**src/rtl/dma_chain_pkg.sv**
```systemverilog
package dma_chain_pkg;

  typedef enum logic [3:0] {
    RI_CSR      = 4'd0,
    RI_NEXT     = 4'd1,
    RI_LIMIT    = 4'd2,
    RI_START    = 4'd3,
    RI_STOP     = 4'd4,
    RI_SV_NEXT  = 4'd5,
    RI_SV_LIMIT = 4'd6,
    RI_SV_START = 4'd7,
    RI_SV_STOP  = 4'd8
  } reg_idx_e;

  localparam int unsigned CMD_W  = 6;
  localparam int unsigned STAT_W = 5;
  localparam int unsigned NUM_SV = 4;

  // command word, bit5 down to bit0
  typedef struct packed {
    logic rst;
    logic clr_done;
    logic to_mem;
    logic to_dev;
    logic set_qv;
    logic set_en;
  } csr_cmd_t;

  // status word, bit4 down to bit0
  typedef struct packed {
    logic dir;
    logic berr;
    logic done;
    logic qv;
    logic en;
  } csr_stat_t;

endpackage

```
**src/rtl/dma_chain_rst_sync.sv**
```systemverilog
module dma_chain_rst_sync #(
  parameter int unsigned STAGES = 2
) (
  input  logic clk,
  input  logic arst_n,
  output logic srst_n
);

  logic [STAGES-1:0] sync_q;

  always_ff @(posedge clk or negedge arst_n) begin
    if (!arst_n) begin
      sync_q <= '0;
    end else begin
      sync_q <= {sync_q[STAGES-2:0], 1'b1};
    end
  end

  assign srst_n = sync_q[STAGES-1];

endmodule

```
**src/rtl/dma_chain_status.sv**
```systemverilog
module dma_chain_status
  import dma_chain_pkg::*;
(
  input  logic      clk,
  input  logic      rst_n,
  input  logic      cmd_we,
  input  csr_cmd_t  cmd,
  input  logic      seg_end,
  input  logic      beat_err,
  output csr_stat_t stat
);

  csr_stat_t stat_q;
  csr_stat_t stat_d;
  logic      stat_ce;

  always_comb begin
    stat_d  = stat_q;
    stat_ce = cmd_we | seg_end | beat_err;

    if (seg_end) begin
      stat_d.done = 1'b1;
      if (stat_q.qv) begin
        stat_d.qv = 1'b0;
      end else begin
        stat_d.en = 1'b0;
      end
    end

    if (beat_err) begin
      stat_d.done = 1'b1;
      stat_d.berr = 1'b1;
      stat_d.en   = 1'b0;
    end

    if (cmd_we) begin
      if (cmd.rst) begin
        stat_d.en   = 1'b0;
        stat_d.qv   = 1'b0;
        stat_d.done = 1'b0;
        stat_d.berr = 1'b0;
      end
      // a fresh end event in the same cycle keeps complete set
      if (cmd.clr_done && !(seg_end || beat_err)) begin
        stat_d.done = 1'b0;
      end
      if (cmd.set_en) begin
        stat_d.en = 1'b1;
      end
      if (cmd.set_qv) begin
        stat_d.qv = 1'b1;
      end
      if (cmd.to_dev) begin
        stat_d.dir = 1'b1;
      end
      if (cmd.to_mem) begin
        stat_d.dir = 1'b0;
      end
    end
  end

  always_ff @(posedge clk or negedge rst_n) begin
    if (!rst_n) begin
      stat_q <= '0;
    end else if (stat_ce) begin
      stat_q <= stat_d;
    end
  end

  assign stat = stat_q;

endmodule

```
**src/rtl/dma_chain_segregs.sv**
```systemverilog
module dma_chain_segregs
  import dma_chain_pkg::*;
#(
  parameter int unsigned AW   = 32,
  parameter int unsigned STEP = 4
) (
  input  logic          clk,
  input  logic          rst_n,
  input  logic          wr_en,
  input  logic [3:0]    wr_idx,
  input  logic [AW-1:0] wr_data,
  input  logic          act_en,
  input  logic          queued_ok,
  input  logic          seg_end,
  input  logic          beat_ok,
  input  logic          beat_err,
  output logic [AW-1:0] next_q,
  output logic [AW-1:0] limit_q,
  output logic [AW-1:0] start_q,
  output logic [AW-1:0] stop_q,
  output logic [AW-1:0] sv_next_q,
  output logic [AW-1:0] sv_limit_q,
  output logic [AW-1:0] sv_start_q,
  output logic [AW-1:0] sv_stop_q
);

  logic          swap;
  logic          ld_next, ld_limit, ld_start, ld_stop;
  logic [AW-1:0] next_d, limit_d;

  assign swap = seg_end & queued_ok;

  always_comb begin
    ld_next  = 1'b0;
    next_d   = wr_data;
    ld_limit = 1'b0;
    limit_d  = wr_data;
    if (beat_ok) begin
      ld_next = 1'b1;
      next_d  = next_q + AW'(STEP);
    end else if (swap) begin
      ld_next = 1'b1;
      next_d  = start_q;
    end else if (wr_en && wr_idx == RI_NEXT && !act_en) begin
      ld_next = 1'b1;
    end
    if (swap) begin
      ld_limit = 1'b1;
      limit_d  = stop_q;
    end else if (wr_en && wr_idx == RI_LIMIT && !act_en) begin
      ld_limit = 1'b1;
    end
    ld_start = wr_en && wr_idx == RI_START;
    ld_stop  = wr_en && wr_idx == RI_STOP;
  end

  always_ff @(posedge clk or negedge rst_n) begin
    if (!rst_n) begin
      next_q <= '0;
    end else if (ld_next) begin
      next_q <= next_d;
    end
  end

  always_ff @(posedge clk or negedge rst_n) begin
    if (!rst_n) begin
      limit_q <= '0;
    end else if (ld_limit) begin
      limit_q <= limit_d;
    end
  end

  always_ff @(posedge clk or negedge rst_n) begin
    if (!rst_n) begin
      start_q <= '0;
    end else if (ld_start) begin
      start_q <= wr_data;
    end
  end

  always_ff @(posedge clk or negedge rst_n) begin
    if (!rst_n) begin
      stop_q <= '0;
    end else if (ld_stop) begin
      stop_q <= wr_data;
    end
  end

  // shadow copies; the saved end copy also records the address reached
  for (genvar i = 0; i < NUM_SV; i++) begin : g_sv
    logic          ld;
    logic [AW-1:0] d;
    logic [AW-1:0] q;

    always_comb begin
      ld = wr_en && (wr_idx == 4'(int'(RI_SV_NEXT) + i));
      d  = wr_data;
      if (i == 1 && (seg_end || beat_err)) begin
        ld = 1'b1;
        d  = next_q;
      end
    end

    always_ff @(posedge clk or negedge rst_n) begin
      if (!rst_n) begin
        q <= '0;
      end else if (ld) begin
        q <= d;
      end
    end
  end

  assign sv_next_q  = g_sv[0].q;
  assign sv_limit_q = g_sv[1].q;
  assign sv_start_q = g_sv[2].q;
  assign sv_stop_q  = g_sv[3].q;

endmodule

```
**src/rtl/dma_chain_mover.sv**
```systemverilog
module dma_chain_mover #(
  parameter int unsigned AW        = 32,
  parameter int unsigned DW        = 32,
  parameter bit          MASK_TOP  = 1'b1,
  parameter int unsigned PAD_BYTES = 0
) (
  input  logic          act_en,
  input  logic          to_dev,
  input  logic [AW-1:0] next_addr,
  input  logic [AW-1:0] limit_raw,
  input  logic          pin_valid,
  input  logic [DW-1:0] pin_data,
  input  logic [DW-1:0] bus_rdata,
  input  logic          bus_ready,
  input  logic          bus_err,
  output logic          bus_req,
  output logic          bus_we,
  output logic [AW-1:0] bus_addr,
  output logic [DW-1:0] bus_wdata,
  output logic          pin_take,
  output logic          pout_valid,
  output logic [DW-1:0] pout_data,
  output logic          seg_end,
  output logic          beat_ok,
  output logic          beat_err
);

  localparam logic [AW-1:0] LIM_MASK = MASK_TOP ? {1'b0, {(AW-1){1'b1}}} : {AW{1'b1}};

  logic [AW-1:0] eff_limit;
  logic          want;

  assign eff_limit = (limit_raw & LIM_MASK) - AW'(PAD_BYTES);
  assign seg_end   = act_en && (next_addr >= eff_limit);
  assign want      = act_en && !seg_end && (to_dev || pin_valid);

  assign bus_req   = want;
  assign bus_we    = !to_dev;
  assign bus_addr  = next_addr;
  assign bus_wdata = pin_data;

  assign beat_ok   = want && bus_ready && !bus_err;
  assign beat_err  = want && bus_ready && bus_err;

  assign pin_take   = beat_ok && !to_dev;
  assign pout_valid = beat_ok && to_dev;
  assign pout_data  = bus_rdata;

endmodule

```
**src/rtl/dma_chain_chan.sv**
```systemverilog
module dma_chain_chan
  import dma_chain_pkg::*;
#(
  parameter int unsigned AW        = 32,
  parameter int unsigned DW        = 32,
  parameter bit          MASK_TOP  = 1'b1,
  parameter int unsigned PAD_BYTES = 0
) (
  input  logic          clk,
  input  logic          rst_n,
  input  logic          cfg_we,
  input  logic [3:0]    cfg_addr,
  input  logic [AW-1:0] cfg_wdata,
  output logic [AW-1:0] cfg_rdata,
  output logic          irq,
  input  logic          pin_valid,
  input  logic [DW-1:0] pin_data,
  output logic          pin_take,
  output logic          pout_valid,
  output logic [DW-1:0] pout_data,
  output logic          bus_req,
  output logic          bus_we,
  output logic [AW-1:0] bus_addr,
  output logic [DW-1:0] bus_wdata,
  input  logic [DW-1:0] bus_rdata,
  input  logic          bus_ready,
  input  logic          bus_err
);

  localparam int unsigned STEP = DW / 8;

  logic          srst_n;
  logic          csr_we;
  csr_cmd_t      cmd;
  csr_stat_t     stat;
  logic          st_en, st_qv, st_done, st_berr, st_dir;
  logic          seg_end, beat_ok, beat_err;
  logic [AW-1:0] next_q, limit_q, start_q, stop_q;
  logic [AW-1:0] sv_next, sv_limit, sv_start, sv_stop;

  dma_chain_rst_sync #(.STAGES(2)) u_rst (
    .clk    (clk),
    .arst_n (rst_n),
    .srst_n (srst_n)
  );

  assign csr_we = cfg_we && (cfg_addr == RI_CSR);
  assign cmd    = csr_cmd_t'(cfg_wdata[CMD_W-1:0]);

  dma_chain_status u_stat (
    .clk      (clk),
    .rst_n    (srst_n),
    .cmd_we   (csr_we),
    .cmd      (cmd),
    .seg_end  (seg_end),
    .beat_err (beat_err),
    .stat     (stat)
  );

  assign st_en   = stat.en;
  assign st_qv   = stat.qv;
  assign st_done = stat.done;
  assign st_berr = stat.berr;
  assign st_dir  = stat.dir;

  dma_chain_segregs #(.AW(AW), .STEP(STEP)) u_regs (
    .clk        (clk),
    .rst_n      (srst_n),
    .wr_en      (cfg_we),
    .wr_idx     (cfg_addr),
    .wr_data    (cfg_wdata),
    .act_en     (st_en),
    .queued_ok  (st_qv),
    .seg_end    (seg_end),
    .beat_ok    (beat_ok),
    .beat_err   (beat_err),
    .next_q     (next_q),
    .limit_q    (limit_q),
    .start_q    (start_q),
    .stop_q     (stop_q),
    .sv_next_q  (sv_next),
    .sv_limit_q (sv_limit),
    .sv_start_q (sv_start),
    .sv_stop_q  (sv_stop)
  );

  dma_chain_mover #(
    .AW(AW), .DW(DW), .MASK_TOP(MASK_TOP), .PAD_BYTES(PAD_BYTES)
  ) u_mover (
    .act_en     (st_en),
    .to_dev     (st_dir),
    .next_addr  (next_q),
    .limit_raw  (limit_q),
    .pin_valid  (pin_valid),
    .pin_data   (pin_data),
    .bus_rdata  (bus_rdata),
    .bus_ready  (bus_ready),
    .bus_err    (bus_err),
    .bus_req    (bus_req),
    .bus_we     (bus_we),
    .bus_addr   (bus_addr),
    .bus_wdata  (bus_wdata),
    .pin_take   (pin_take),
    .pout_valid (pout_valid),
    .pout_data  (pout_data),
    .seg_end    (seg_end),
    .beat_ok    (beat_ok),
    .beat_err   (beat_err)
  );

  always_comb begin
    cfg_rdata = '0;
    case (cfg_addr)
      RI_CSR:      cfg_rdata = AW'({st_dir, st_berr, st_done, st_qv, st_en});
      RI_NEXT:     cfg_rdata = next_q;
      RI_LIMIT:    cfg_rdata = limit_q;
      RI_START:    cfg_rdata = start_q;
      RI_STOP:     cfg_rdata = stop_q;
      RI_SV_NEXT:  cfg_rdata = sv_next;
      RI_SV_LIMIT: cfg_rdata = sv_limit;
      RI_SV_START: cfg_rdata = sv_start;
      RI_SV_STOP:  cfg_rdata = sv_stop;
      default:     cfg_rdata = '0;
    endcase
  end

  assign irq = st_done;

endmodule

```
**config.mk**
```make
export PLATFORM = sky130hd
export DESIGN_NAME = dma_chain_chan
export DESIGN_NICKNAME = d
export VERILOG_FILES = /design/src/rtl/dma_chain_pkg.sv /design/src/rtl/dma_chain_rst_sync.sv /design/src/rtl/dma_chain_status.sv /design/src/rtl/dma_chain_segregs.sv /design/src/rtl/dma_chain_mover.sv /design/src/rtl/dma_chain_chan.sv
export SDC_FILE = /design/constraint.sdc
export NUM_CORES = 1
export LEC_CHECK = 0
export CORE_MARGIN = 5
export CORE_UTILIZATION = 54
export DETAILED_ROUTE_END_ITERATION = 10
export PLACE_DENSITY = 0.9
export SETUP_SLACK_MARGIN = 0.4
export SLEW_MARGIN = 0
export SYNTH_ARGS = -nofsm -noshare
export SYNTH_HDL_FRONTEND = slang
export SYNTH_SLANG_ARGS = --single-unit
```
**constraint.sdc**
```tcl
create_clock -name clk -period 10.21 [get_ports clk]
set_clock_uncertainty 0.2 [all_clocks]
set_input_delay 1.021 -clock clk [delete_from_list [all_inputs] [get_ports clk]]
set_output_delay 1.021 -clock clk [all_outputs]
set_load 0.01 [all_outputs]
```
==> results.sh <==
export IMPL_synth_edf_count=0
export IMPL_die_h_um=171
export IMPL_synth_top_area_cell="dfrtp_1"
export IMPL_cts_buffers=29
export IMPL_crit_chain="inv_1, ha_1, nand2b_1, a2111o_1, a32o_1, o211ai_1, nand3_1, buf_4, nor2_1, clkdlybuf4s50_1"
export IMPL_clock_path_buffers=3
export IMPL_cp_arrival_ns=4.07
export IMPL_vias=11100
export IMPL_cp_top_family="compound AO/OA/AOI/OAI gates"
export IMPL_synthTopCellsByArea="dfrtp_1 (47%), mux2_2 (14%), a22oi_1 (6.1%)"
export IMPL_grt_overflow_total=0
export IMPL_ys_ff_latch=263
export IMPL_synth_warnings=0
export IMPL_post_cts_buffers=0
export IMPL_fin_tns_setup_ns=0
export IMPL_first_global_vias=11300
export IMPL_wl_per_cell_um=25.1
export IMPL_die_w_um=171
export IMPL_dieArea_sq_um=29200
export IMPL_synthArstFlopShare_pct=100
export IMPL_path_max_fanout=13
export IMPL_end_kind="output pin"
export IMPL_status="completed"
export IMPL_track_usage_pct=27.3
export IMPL_max_slew_margin_rel_pct=15.1
export IMPL_maxSlewViolCount=0
export IMPL_io_pins=239
export IMPL_clock_latency_ns=0.56
export IMPL_cts_sinks=263
export IMPL_path_buf_inv=3
export IMPL_cp_slowest_cell="clkdlybuf4s50_1"
export IMPL_p_leak_nw=7.16
export IMPL_antenna_found_initial=0
export IMPL_first_pass_iters=5
export IMPL_hold_viol_final=0
export IMPL_synth_nets=1394
export IMPL_path_clk_slew_ns=0.06
export IMPL_dp_hpwl_um=24700
export IMPL_fmax_ghz=0.189
export IMPL_cts_max_level=1
export IMPL_cts_tree="yes"
export IMPL_ir_worst_vdd_mv=0.154
export IMPL_top_usage_layer="met2"
export IMPL_worst_path_largest_cell_delay_ns=0.58
export IMPL_synthFlopType="dfrtp_1"
export IMPL_grt_util_met3_pct=5.96
export IMPL_holdBufCountCts=0
export IMPL_crit_path_start_kind="flop"
export IMPL_n_fill_cell=1888
export IMPL_grt_pass1_wl_um=63300
export IMPL_drc=0
export IMPL_worst_pin_slew_ns=1.26
export IMPL_ctsResizeCount=0
export IMPL_start_util_pct=54.3
export IMPL_yosysSeqAreaShare_pct=47.1
export IMPL_synthCells=1256
export IMPL_drt_total_wl_um=40900
export IMPL_crit_type="flop to output pin"
export IMPL_power_density_nw_per_um2=245
export IMPL_cp_data_required_time_ns=8.99
export IMPL_grtUsageMet1_pct=36.2
export IMPL_rows=59
export IMPL_gp_congestion=0.859
export IMPL_min_path_type="flop to async pin"
export IMPL_final_nets=1415
export IMPL_rsz0062_at_grt="false"
export IMPL_antenna_cells=0
export IMPL_antenna_left=0
export IMPL_final_setup_viol_count=0
export IMPL_coreArea_sq_um=25800
export IMPL_port_buffers=110
export IMPL_met2_usage_pct=43.5
export IMPL_root_buffer="clkbuf_16"
export IMPL_ys_types=62
export IMPL_total_power_w=0.00389
export IMPL_fin_crit_ns=5.29
export IMPL_syn_avg_cell_area_sq_um=11.1
export IMPL_period_share_pct=51.8
export IMPL_drtIter0Drc=1477
export IMPL_grt_max_degree=89
export IMPL_area_growth_pct=13.7
export IMPL_cap_viol_max_count=0
export IMPL_vias_per_cell=6.78
export IMPL_synthesis_area_sq_um=14000
export IMPL_final_layout_size_suffix_gt1_share_pct=21.6
export IMPL_netlist_area_leader_share_pct=47.1
==> cells by family (layout without fill, tap and decap cells) <==
| logic type | count (synthesis) | after routing | synth area share, % |
|---|---|---|---|
| other cells | 1 | 1 | 0.0268 |
| flops | 263 | 263 | 47.1 |
| compound gates | 291 | 291 | 14.6 |
| mux | 257 | 257 | 20.4 |
| fa+ha+maj | 32 | 32 | 2.86 |
| buf+inv | 195 | 237 | 7.23 |
| simple gates | 214 | 214 | 7.63 |
| xor+xnor | 3 | 3 | 0.188 |
==> per-layer routing <==
metal / share of wire [%] / vias up
met5: 0 / -
met4: 4.5 / 0
met3: 10 / 183
met2: 47 / 721
met1: 38 / 5509
li1: - / 4660
==> final timing paths <==
| path | start | to | slack [ns] | depth (start not counted) |
|---|---|---|---|---|
| max reg2reg | u_regs.next_q[0]$_DFFE_PN0P_ | u_regs.sv_limit_q[1]$_DFFE_PN0P_ | 5.82 | 10 |
| min reg2reg | u_rst.sync_q[1]$_DFF_PN0_ | u_regs.sv_limit_q[19]$_DFFE_PN0P_ | 0.14 | 0 |
| max | u_regs.next_q[0]$_DFFE_PN0P_ | pout_valid | 4.92 | 10 |
| max in group asynchronous | u_rst.sync_q[1]$_DFF_PN0_ | u_regs.start_q[7]$_DFFE_PN0P_ | 7.58 | 2 |
| min | u_rst.sync_q[1]$_DFF_PN0_ | u_regs.sv_limit_q[19]$_DFFE_PN0P_ | 0.14 | 0 |
| min in group clk | u_rst.sync_q[0]$_DFF_PN0_ | u_rst.sync_q[1]$_DFF_PN0_ | 0.15 | 0 |
==> synthesized netlist by cell type (all sizes together) (3+ instances only) <==
cell / count
dfrtp: 263
mux2: 188
a22oi: 114
buf: 97
nand2: 78
mux2i: 69
inv: 51
o21ai: 51
clkbuf: 47
ha: 32
nand4: 32
a21oi: 30
nor2: 29
nand3: 19
o22ai: 18
a211oi: 16
and3: 10
nor3: 10
nor4: 10
and2: 9
a221oi: 8
nand2b: 6
o211a: 6
a222oi: 5
a22o: 5
a31oi: 5
o22a: 5
o211ai: 4
a32o: 3
o21a: 3
o221ai: 3
or2: 3
==> sequential cells by signal, summed over array words and instances (netlist names) <==
signal and cells:
u_regs.start_q 32, u_regs.sv_next_q 32, u_stat.stat 5, u_rst.sync_q 2
u_regs.sv_limit_q 32, u_regs.next_q 32, u_regs.limit_q 32, u_regs.sv_start_q 32
u_regs.sv_stop_q 32, u_regs.stop_q 32
==> placed cells by master (no fill, tap or decap), drive strengths merged, types with 6 or more instances in the layout <==
cell / n
and2: 9
o22ai: 18
a22oi: 114
a21oi: 30
a211oi: 16
inv: 52
nor4: 10
o21ai: 51
nand3: 19
nor2: 29
nand4: 32
ha: 32
and3: 10
clkbuf: 44
a221oi: 8
nand2b: 6
nand2: 78
nor3: 10
buf: 24
mux2i: 69
dfrtp: 263
clkdlybuf4s50: 110
o211a: 6
mux2: 188
==> power by group <==
| group | switching (W) | leakage, nW | internal, W |
|---|---|---|---|
| clock | 0.000426 | 0.474 | 0.000616 |
| combinational | 0.000532 | 3.53 | 0.000588 |
| sequential | 0.000354 | 3.16 | 0.00137 |
==> worst register-to-register path: cells and delay by family, from the launching register on <==
family                     cells  cell delay, ns
AOI/OAI and AO/OA              4            1.90
buffers and inverters          2            0.59
and+or+nand+nor                2            0.54
muxes                          1            0.39
DFF                            1            0.38
adders and majority gates      1            0.28
==> through the flow <==
| stage | setup slack, ns | hold slack [ns] | area [sq um] | cells | utilization [%] |
|---|---|---|---|---|---|
| after floorplan | 2.14 | 0.131 | 14000 | 1256 | - |
| after global placement | 5.42 | 0.136 | 14900 | 1581 | 58.0 |
| after detailed placement | 5.42 | 0.140 | 14900 | 1581 | 58.0 |
| after CTS | 4.96 | 0.154 | 15900 | 1633 | 61.7 |
| after global routing | 4.71 | 0.167 | 15900 | 1633 | 61.7 |
| final | 4.92 | 0.136 | 15900 | 1633 | 61.7 |
==> layout make-up <==
class	count	area, sq um	area share [%]
multi-input cells	798	6460	40.7
well taps	335	419	2.64
clock inverters	8	71.3	0.449
clock buffers	44	882	5.55
repair buffers	134	1280	8.06
flip-flops and latches	263	6590	41.4
inverters	51	191	1.20
Power figures use the tool's default switching activity.
